$ cat src/rtl/hwcur_pkg.sv
package hwcur_pkg;

  localparam int unsigned SRAM_AW   = 16;
  localparam int unsigned PIX_W     = 32;
  localparam logic [SRAM_AW-1:0] BANK_HOP  = 16'h0F00;
  localparam logic [SRAM_AW-1:0] WRAP_MASK = 16'h30FF;

  // exchange the red and blue bytes, keep alpha and green
  function automatic logic [PIX_W-1:0] argb_swap(input logic [PIX_W-1:0] p);
    return {p[31:24], p[7:0], p[15:8], p[23:16]};
  endfunction

  // pattern address step with bank hopping
  function automatic logic [SRAM_AW-1:0] addr_step(input logic [SRAM_AW-1:0] a,
                                                   input logic [SRAM_AW-1:0] second_base);
    logic [SRAM_AW-1:0] n;
    n = a + 1'b1;
    if (n[7:0] == 8'h00) n = n + BANK_HOP;
    if ((n & WRAP_MASK) == '0) n = second_base;
    return n;
  endfunction

endpackage

$ cat src/rtl/hwcur_axis.sv
module hwcur_axis #(
  parameter int unsigned POS_W = 13,
  parameter int unsigned LEN_W = 7,
  parameter int unsigned LIM_W = 12
) (
  input  logic signed [POS_W-1:0] pos,
  input  logic [LEN_W-1:0]        len,
  input  logic [LIM_W-1:0]        lim,
  output logic [LIM_W-1:0]        scr,
  output logic [LEN_W-1:0]        vis,
  output logic [LEN_W-1:0]        skip
);

  logic [POS_W-1:0] mag;
  logic [POS_W-1:0] pos_u;
  logic [POS_W-1:0] lim_x;
  logic [POS_W-1:0] room;
  logic [POS_W:0]   far_end;

  always_comb begin
    mag     = -pos;
    pos_u   = pos;
    lim_x   = POS_W'(lim);
    room    = lim_x - pos_u;
    far_end = {1'b0, pos_u} + (POS_W+1)'(len);
    skip    = '0;
    scr     = pos_u[LIM_W-1:0];
    vis     = len;
    if (pos[POS_W-1]) begin
      scr  = '0;
      skip = (mag > POS_W'(len)) ? len : mag[LEN_W-1:0];
      vis  = len - skip;
    end else if (far_end > (POS_W+1)'(lim)) begin
      vis = (lim_x > pos_u) ? room[LEN_W-1:0] : '0;
    end
  end

endmodule

$ cat src/rtl/hwcur_loader.sv
module hwcur_loader
  import hwcur_pkg::*;
#(
  parameter int unsigned CNT_W  = 12,
  parameter int unsigned TRAN_N = 256,
  parameter logic [SRAM_AW-1:0] RAM1_BASE = 16'h0C00,
  parameter logic [SRAM_AW-1:0] RAM2_BASE = 16'h0D00,
  parameter logic [SRAM_AW-1:0] TRAN_BASE = 16'h0E00,
  parameter logic [PIX_W-1:0]   TRAN_PAT  = 32'h5555_5555
) (
  input  logic               clk,
  input  logic               rst_n,
  input  logic               pwr_up,
  input  logic               start,
  input  logic [CNT_W-1:0]   count,
  input  logic               pix_valid,
  input  logic [PIX_W-1:0]   pix_data,
  output logic               pix_ready,
  output logic               loading,
  output logic               sram_we,
  output logic [SRAM_AW-1:0] sram_addr,
  output logic [PIX_W-1:0]   sram_wdata
);

  localparam int unsigned TI_W = $clog2(TRAN_N);
  localparam logic [TI_W-1:0] TI_LAST = TI_W'(TRAN_N - 1);

  logic               pix_q, pix_n, tran_q, tran_n;
  logic [TI_W-1:0]    tidx_q, tidx_n;
  logic [SRAM_AW-1:0] ptr_q, ptr_n;
  logic [CNT_W-1:0]   left_q, left_n;
  logic               we_n;
  logic [SRAM_AW-1:0] addr_n;
  logic [PIX_W-1:0]   wdata_n;

  assign pix_ready = pix_q & ~tran_q;
  assign loading   = pix_q;

  always_comb begin
    pix_n   = pix_q;
    tran_n  = tran_q;
    tidx_n  = tidx_q;
    ptr_n   = ptr_q;
    left_n  = left_q;
    we_n    = 1'b0;
    addr_n  = sram_addr;
    wdata_n = sram_wdata;
    if (pwr_up) begin
      tran_n = 1'b1;
      tidx_n = '0;
      pix_n  = 1'b0;
    end else begin
      if (tran_q) begin
        we_n    = 1'b1;
        addr_n  = TRAN_BASE + SRAM_AW'(tidx_q);
        wdata_n = TRAN_PAT;
        tidx_n  = tidx_q + 1'b1;
        if (tidx_q == TI_LAST) tran_n = 1'b0;
      end
      if (start) begin
        pix_n  = 1'b1;
        ptr_n  = RAM1_BASE;
        left_n = count;
      end else if (pix_ready && pix_valid) begin
        we_n    = 1'b1;
        addr_n  = ptr_q;
        wdata_n = argb_swap(pix_data);
        ptr_n   = addr_step(ptr_q, RAM2_BASE);
        left_n  = left_q - 1'b1;
        if (left_q == CNT_W'(1)) pix_n = 1'b0;
      end
    end
  end

  always_ff @(posedge clk or negedge rst_n) begin
    if (!rst_n) begin
      pix_q      <= 1'b0;
      tran_q     <= 1'b0;
      tidx_q     <= '0;
      ptr_q      <= RAM1_BASE;
      left_q     <= '0;
      sram_we    <= 1'b0;
      sram_addr  <= '0;
      sram_wdata <= '0;
    end else begin
      pix_q      <= pix_n;
      tran_q     <= tran_n;
      tidx_q     <= tidx_n;
      ptr_q      <= ptr_n;
      left_q     <= left_n;
      sram_we    <= we_n;
      sram_addr  <= addr_n;
      sram_wdata <= wdata_n;
    end
  end

  // every write into the transparency table carries the fill value
  a_r9_tran_fill: assert property (@(posedge clk) disable iff (!rst_n)
    (sram_we && ((sram_addr & ~SRAM_AW'(TRAN_N - 1)) == TRAN_BASE)) |-> sram_wdata == TRAN_PAT);

  // an accepted pixel reaches the port one cycle later, byte-swapped
  a_r7_swizzle: assert property (@(posedge clk) disable iff (!rst_n)
    $past(pix_ready && pix_valid && !pwr_up && !start) |-> (sram_we && sram_wdata == argb_swap($past(pix_data))));

  // no pattern pixel is taken while the fill runs
  a_r9_fill_first: assert property (@(posedge clk) disable iff (!rst_n)
    tran_q |-> !pix_ready);

endmodule

$ cat src/rtl/hwcur_unit.sv
module hwcur_unit
  import hwcur_pkg::*;
#(
  parameter int unsigned POS_W     = 13,
  parameter int unsigned DIM_W     = 12,
  parameter int unsigned SZ_W      = 7,
  parameter int unsigned MAX_SIDE  = 64,
  parameter int unsigned HALF_SIDE = 32,
  localparam int unsigned OFF_W = $clog2(2*MAX_SIDE*MAX_SIDE + MAX_SIDE + 1),
  localparam int unsigned CNT_W = $clog2(MAX_SIDE*HALF_SIDE + 1)
) (
  input  logic                    clk,
  input  logic                    rst_n,
  input  logic                    req_valid,
  input  logic                    req_reload,
  input  logic signed [POS_W-1:0] req_x,
  input  logic signed [POS_W-1:0] req_y,
  input  logic [SZ_W-1:0]         req_w,
  input  logic [SZ_W-1:0]         req_h,
  input  logic [DIM_W-1:0]        act_w,
  input  logic [DIM_W-1:0]        act_h,
  input  logic                    interlace,
  input  logic                    frame_done,
  input  logic                    sram_pwr_up,
  input  logic                    pix_valid,
  input  logic [PIX_W-1:0]        pix_data,
  output logic                    pix_ready,
  output logic                    req_reject,
  output logic [31:0]             cur_pos,
  output logic [31:0]             cur_size,
  output logic [OFF_W-1:0]        bmp_off,
  output logic                    cursor_en,
  output logic                    sram_we,
  output logic [SRAM_AW-1:0]      sram_addr,
  output logic [PIX_W-1:0]        sram_wdata
);

  localparam logic [SZ_W-1:0] MAX_L  = SZ_W'(MAX_SIDE);
  localparam logic [SZ_W-1:0] HALF_L = SZ_W'(HALF_SIDE);

  // reset: asynchronous assert, synchronous release
  logic [1:0] rsync;
  logic       rst_i;
  always_ff @(posedge clk or negedge rst_n) begin
    if (!rst_n) rsync <= 2'b00;
    else        rsync <= {rsync[0], 1'b1};
  end
  assign rst_i = rsync[1];

  // clipping per axis
  logic [DIM_W-1:0] sx, sy, ys;
  logic [SZ_W-1:0]  vw, vh0, vh, ox, oy;
  logic [SZ_W:0]    stride;

  hwcur_axis #(.POS_W(POS_W), .LEN_W(SZ_W), .LIM_W(DIM_W)) i_ax_x (
    .pos(req_x), .len(req_w), .lim(act_w), .scr(sx), .vis(vw), .skip(ox));
  hwcur_axis #(.POS_W(POS_W), .LEN_W(SZ_W), .LIM_W(DIM_W)) i_ax_y (
    .pos(req_y), .len(req_h), .lim(act_h), .scr(sy), .vis(vh0), .skip(oy));

  logic             too_big, accept, visible;
  logic [31:0]      new_pos, new_size;
  logic [OFF_W-1:0] off;
  logic [CNT_W-1:0] pix_cnt;

  always_comb begin
    vh       = interlace ? (vh0 >> 1) : vh0;
    ys       = interlace ? (sy >> 1) : sy;
    stride   = interlace ? {req_w, 1'b0} : {1'b0, req_w};
    too_big  = (req_w > MAX_L) || (req_h > MAX_L) || ((req_w > HALF_L) && (req_h > HALF_L));
    accept   = req_valid && !too_big;
    visible  = (vw != '0) && (vh != '0);
    new_pos  = {16'(ys), 16'(sx)};
    new_size = {16'(vh), 16'(vw)};
    off      = OFF_W'(oy) * OFF_W'(stride) + OFF_W'(ox);
    pix_cnt  = CNT_W'(vw) * CNT_W'(vh);
  end

  // request, load and commit control
  logic [31:0]      pos_q, pos_n, size_q, size_n, ppos_q, ppos_n, psize_q, psize_n, ldsz_q, ldsz_n;
  logic [OFF_W-1:0] off_q, off_n;
  logic             en_q, en_n, pend_q, pend_n, rej_q, rej_n, start, loading;

  always_comb begin
    pos_n   = pos_q;
    size_n  = size_q;
    ppos_n  = ppos_q;
    psize_n = psize_q;
    ldsz_n  = ldsz_q;
    off_n   = off_q;
    en_n    = en_q;
    pend_n  = pend_q;
    rej_n   = req_valid && too_big;
    start   = 1'b0;
    if (sram_pwr_up) begin
      en_n   = 1'b0;
      pend_n = 1'b0;
      ldsz_n = '0;
    end else if (accept) begin
      off_n = off;
      if (!visible) begin
        en_n   = 1'b0;
        pend_n = 1'b0;
      end else begin
        pend_n  = 1'b1;
        ppos_n  = new_pos;
        psize_n = new_size;
        if (new_size != ldsz_q) en_n = 1'b0;
        if ((new_size != ldsz_q) || req_reload) begin
          start  = 1'b1;
          ldsz_n = new_size;
        end
      end
    end else if (frame_done && pend_q && !loading) begin
      pos_n  = ppos_q;
      size_n = psize_q;
      en_n   = 1'b1;
      pend_n = 1'b0;
    end
  end

  always_ff @(posedge clk or negedge rst_i) begin
    if (!rst_i) begin
      pos_q   <= '0;
      size_q  <= '0;
      ppos_q  <= '0;
      psize_q <= '0;
      ldsz_q  <= '0;
      off_q   <= '0;
      en_q    <= 1'b0;
      pend_q  <= 1'b0;
      rej_q   <= 1'b0;
    end else begin
      pos_q   <= pos_n;
      size_q  <= size_n;
      ppos_q  <= ppos_n;
      psize_q <= psize_n;
      ldsz_q  <= ldsz_n;
      off_q   <= off_n;
      en_q    <= en_n;
      pend_q  <= pend_n;
      rej_q   <= rej_n;
    end
  end

  assign cur_pos    = pos_q;
  assign cur_size   = size_q;
  assign bmp_off    = off_q;
  assign cursor_en  = en_q;
  assign req_reject = rej_q;

  hwcur_loader #(.CNT_W(CNT_W)) i_loader (
    .clk(clk), .rst_n(rst_i), .pwr_up(sram_pwr_up), .start(start), .count(pix_cnt),
    .pix_valid(pix_valid), .pix_data(pix_data), .pix_ready(pix_ready), .loading(loading),
    .sram_we(sram_we), .sram_addr(sram_addr), .sram_wdata(sram_wdata));

  // the enable only turns on as a result of a frame-done commit
  a_r6_rise_on_frame: assert property (@(posedge clk) disable iff (!rst_i)
    $rose(cursor_en) |-> $past(frame_done));

  // an enabled cursor never shows a zero visible dimension
  a_r5_nonzero_size: assert property (@(posedge clk) disable iff (!rst_i)
    cursor_en |-> (cur_size[15:0] != 16'd0 && cur_size[31:16] != 16'd0));

  // a rejected request leaves every visible output alone
  a_r1_reject_holds: assert property (@(posedge clk) disable iff (!rst_i)
    req_reject |-> ($stable(cur_pos) && $stable(cursor_en) && $stable(bmp_off) && $stable(cur_size)));

  // the enable is never turned on while pattern pixels are still expected
  a_r10_no_rise_loading: assert property (@(posedge clk) disable iff (!rst_i)
    $rose(cursor_en) |-> !pix_ready);

endmodule

$ cat config.mk
export PLATFORM = sky130hd
export DESIGN_NAME = hwcur_unit
export DESIGN_NICKNAME = d
export VERILOG_FILES = /design/src/rtl/hwcur_pkg.sv /design/src/rtl/hwcur_axis.sv /design/src/rtl/hwcur_loader.sv /design/src/rtl/hwcur_unit.sv
export SDC_FILE = /design/constraint.sdc
export NUM_CORES = 1
export LEC_CHECK = 0
export CORE_ASPECT_RATIO = 1.5
export CORE_UTILIZATION = 60
export DETAILED_ROUTE_END_ITERATION = 12
export PLACE_DENSITY = 0.87
export SKIP_LAST_GASP = 1
export SYNTH_ARGS = -nofsm -noshare
export SYNTH_HDL_FRONTEND = slang
export SYNTH_SLANG_ARGS = --single-unit
$ cat constraint.sdc
create_clock -name clk -period 9.3 [get_ports clk]
set_clock_uncertainty 0.05 [all_clocks]
set_input_delay 0.93 -clock clk [delete_from_list [all_inputs] [get_ports clk]]
set_output_delay 0.93 -clock clk [all_outputs]
set_load 0.01 [all_outputs]
==> run_results.csv <==
group,metric,value,unit
worst_setup_path,endpoint_kind,"register",
die,die-area,29400,um2
outcome,status,"complete, no violations",
layout,diodes,0,
global_routing,grt_max_degree,195,
synth,syn_avg_cell_area,8.92,um2
power,clockPowerShare,24.8,%
worst_setup_path,critPathSlowestCell,"fa_1",
global_routing,grt_usage,33.6,%
die,rows,75,
synth,syn_area,17200,um2
timing,fin_crit,8.88,ns
worst_setup_path,r2r_setup_slack,5.30,ns
clocking,cts_tree,"yes",
die,ios,234,
timing,max_clock_freq,113,MHz
die,start_util,61.2,%
die,core_region_area,28200,um2
power,p_leak,9.63,nW
synth,synth_cells,1932,
timing,finalHoldViolCount,0,
worst_setup_path,start_kind,"input port",
layout,final_layout_size_suffix_gt1_share,10.3,%
layout,final_util,73.2,%
worst_setup_path,crit_type,"in -> reg",
detailed_routing,drtAntennaViolNets,0,
power,ir_worst_vdd,0.000144,V
clocking,cts_root_buffer,"clkbuf_16",
worst_setup_path,critical_path.reg2reg.endpoint,"i_loader.ptr_q[8]",
layout,syn2layout_area_growth,19.5,%
power,p_switching,1.15,mW
clocking,clock-sinks,196,
worst_hold_path,min_path_type,"reg -> reg",
power,p_per_area,150,nW/um2
layout,num-fill-cells,2195,
layout,register_area,4910,um2
timing,fin_crit_sh,95.4,%
die,die_h,210,um
synth,ys_seq_elements,196,
detailed_routing,wirelength,47700,um
global_routing,globalRouteOverflowTotal,0,
placement,dp_hpwl,37000,um
layout,layout_common_cells,"clkdlybuf4s50_1 (206), inv_1 (204), dfrtp_1 (193)",
synth,yosysUniqueCellTypes,93,
timing,tightest_slew,1.16,ns
worst_setup_path,endpoint,"i_loader.left_q[11]",
power,combinationalPowerShare,41.2,%
worst_setup_path,rr_startpoint,"i_loader.ptr_q[2]",
worst_setup_path,cpMostUsedCell,"fa_1",
power,p_sw_share,37.1,%
power,p_seq_share,34.0,%
worst_setup_path,crit_fanout,4,
placement,dp.cells,2486,
detailed_routing,vias,15400,
flow_run,cap_violations,0,
synth,yosysTopAreaCell,"dfrtp_1",
layout,multi_input_area,11100,um2
synth,netlist_top_cells_area,"dfrtp_1 (28%), ha_1 (11%), fa_1 (7.4%)",
global_routing,first_global_vias,16000,
clocking,cts_buffer_depth,2,
timing,relSlewSlack,22.6,%
layout,final_common_cell,"clkdlybuf4s50_1",
detailed_routing,firstDrtPassIters,5,
clocking,cts-htree-levels,4,
worst_setup_path,required,9.58,ns
worst_setup_path,critPathLaunch,"req_x[1]",
timing,setup_viol,0,
placement,placed_area,19900,um2
placement,place_congestion,0.967,
worst_setup_path,critical-path-max-stage-delay,0.53,ns
layout,stdcell_count,2520,
clocking,insertion_delay,0.46,ns
synth,synth_top_area_share,28.2,%
layout,fin_area,20600,um2
die,die_x,140,um
global_routing,grt_antenna_before_repair,0,
clocking,cts_hold_buf,0,
placement,place_ws,-0.206,ns
detailed_routing,drt_iter0_drc,897,
timing,holdWs,0.312,ns
clocking,clk_pin_slew,0.08,ns
power,intPower,1.95,mW
layout,nets,2484,
timing,fin_ws,0.423,ns
detailed_routing,viasPerCell,6.11,
detailed_routing,wl_per_cell,18.9,um
placement,numPortBuffers,207,
synth,synth-edff-count,0,
detailed_routing,route.detailed.drc,0,
worst_setup_path,r2r_cells,13,
synth,yosys_warnings,0,
timing,slew_violations,0,
global_routing,grt_first_pass_wirelength,78200,um
synth,async_reset_ff_share,100,%
synth,ys_seq_area_share,28.5,%
synth,yosys_most_used_dff,"dfrtp_1",
clocking,cts_buffers,17,
worst_setup_path,crit_arrival,9.16,ns
cell usage after synthesis, types with 12 or more instances:
cell / number
inv_1: 204
dfrtp_1: 194
nor2_1: 175
ha_1: 155
nand2_1: 147
a21oi_1: 96
o21ai_0: 86
xnor2_1: 73
fa_1: 64
mux2i_1: 61
mux2_2: 52
a211oi_1: 50
clkbuf_1: 49
nand3_1: 40
o31ai_1: 30
xor2_1: 29
nor2b_1: 28
nor3_1: 28
buf_4: 27
nand4_1: 22
or3_1: 21
nand2b_1: 19
buf_2: 18
a21o_1: 16
o211ai_1: 16
o32ai_1: 14
or2_2: 14
and3_1: 13
a31oi_1: 12
nor4_1: 12
routing by layer:
| metal | wire length (um) | share of wire [%] | global-route usage [%] | up-vias |
|---|---|---|---|---|
| li1 | - | - | - | 7169 |
| met1 | 17400 | 37 | 36.2 | 7408 |
| met2 | 25100 | 53 | 62.3 | 619 |
| met3 | 2430 | 5.1 | 3.86 | 199 |
| met4 | 2780 | 5.8 | 21.0 | 0 |
| met5 | 0 | 0 | 0 | - |
sequential cells by signal, summed over array words and instances (netlist names), 2 cells and up:
register,count
bmp_off,14
cur_pos,24
cur_size,14
i_loader.left_q,12
i_loader.ptr_q,16
i_loader.sram_addr,16
i_loader.sram_wdata,32
i_loader.tidx_q,8
ldsz_q,14
ppos_q,24
psize_q,14
rsync,2
metrics by stage:
| stage | power [mW] | TNS, ns |
|---|---|---|
| after floorplan | 1.89 | 0 |
| after global placement | 2.27 | 0 |
| after detailed placement | 2.32 | -0.233 |
| after CTS | 3.10 | 0 |
| after global routing | 3.30 | -0.0215 |
| final | 3.10 | 0 |
power groups by stage:
stage	Combinational, mW	Clock, mW	Sequential, mW
2_1_floorplan	0.822	0	1.07
3_3_place_gp	1.21	0	1.06
3_5_place_dp	1.25	0	1.07
4_1_cts	1.27	0.777	1.05
5_1_grt	1.43	0.807	1.06
6_report	1.28	0.769	1.05
worst max-delay path: cells and delay by family:
family	cells	cell delay (ns)
compound gates	10	1.16
xor+xnor	4	0.63
fa+ha+maj	9	3.54
buf+inv	6	0.86
mux	2	0.35
simple gates	7	1.67
final cells by class:
| cell class | instances | area share (%) |
|---|---|---|
| flip-flops and latches | 196 | 23.8 |
| clock inverters | 15 | 0.905 |
| well taps | 346 | 2.10 |
| inverters | 207 | 3.77 |
| clock buffers | 17 | 2.06 |
| repair buffers | 292 | 13.3 |
| multi-input cells | 1447 | 54.0 |
how the worst min path moves through the flow:
stage | start | endpoint | slack, ns | depth (start not counted)
floorplan | rsync[0] | rsync[1] | 0.28 | 0
global placement | rsync[0] | rsync[1] | 0.29 | 0
detailed placement | rsync[0] | rsync[1] | 0.30 | 0
CTS | rsync[0] | rsync[1] | 0.32 | 0
global route | rsync[0] | rsync[1] | 0.33 | 0
finish | rsync[0] | rsync[1] | 0.31 | 0
logic make-up after synthesis:
kind of cell,count (synthesis),synth area share [%]
buf+inv,314,7.91
mux,113,6.94
other cells,2,0.0436
fa+ha+maj,220,18.7
xor+xnor,104,5.44
flops,196,28.5
compound gates,418,16.3
simple gates,565,16.1
repair_timing:
action / in CTS / in global routing
gates resized for setup: 0 / 17
setup buffers: 0 / 2
endpoints found under the setup margin: 0 / 2
(Power assumes the default switching activity.)
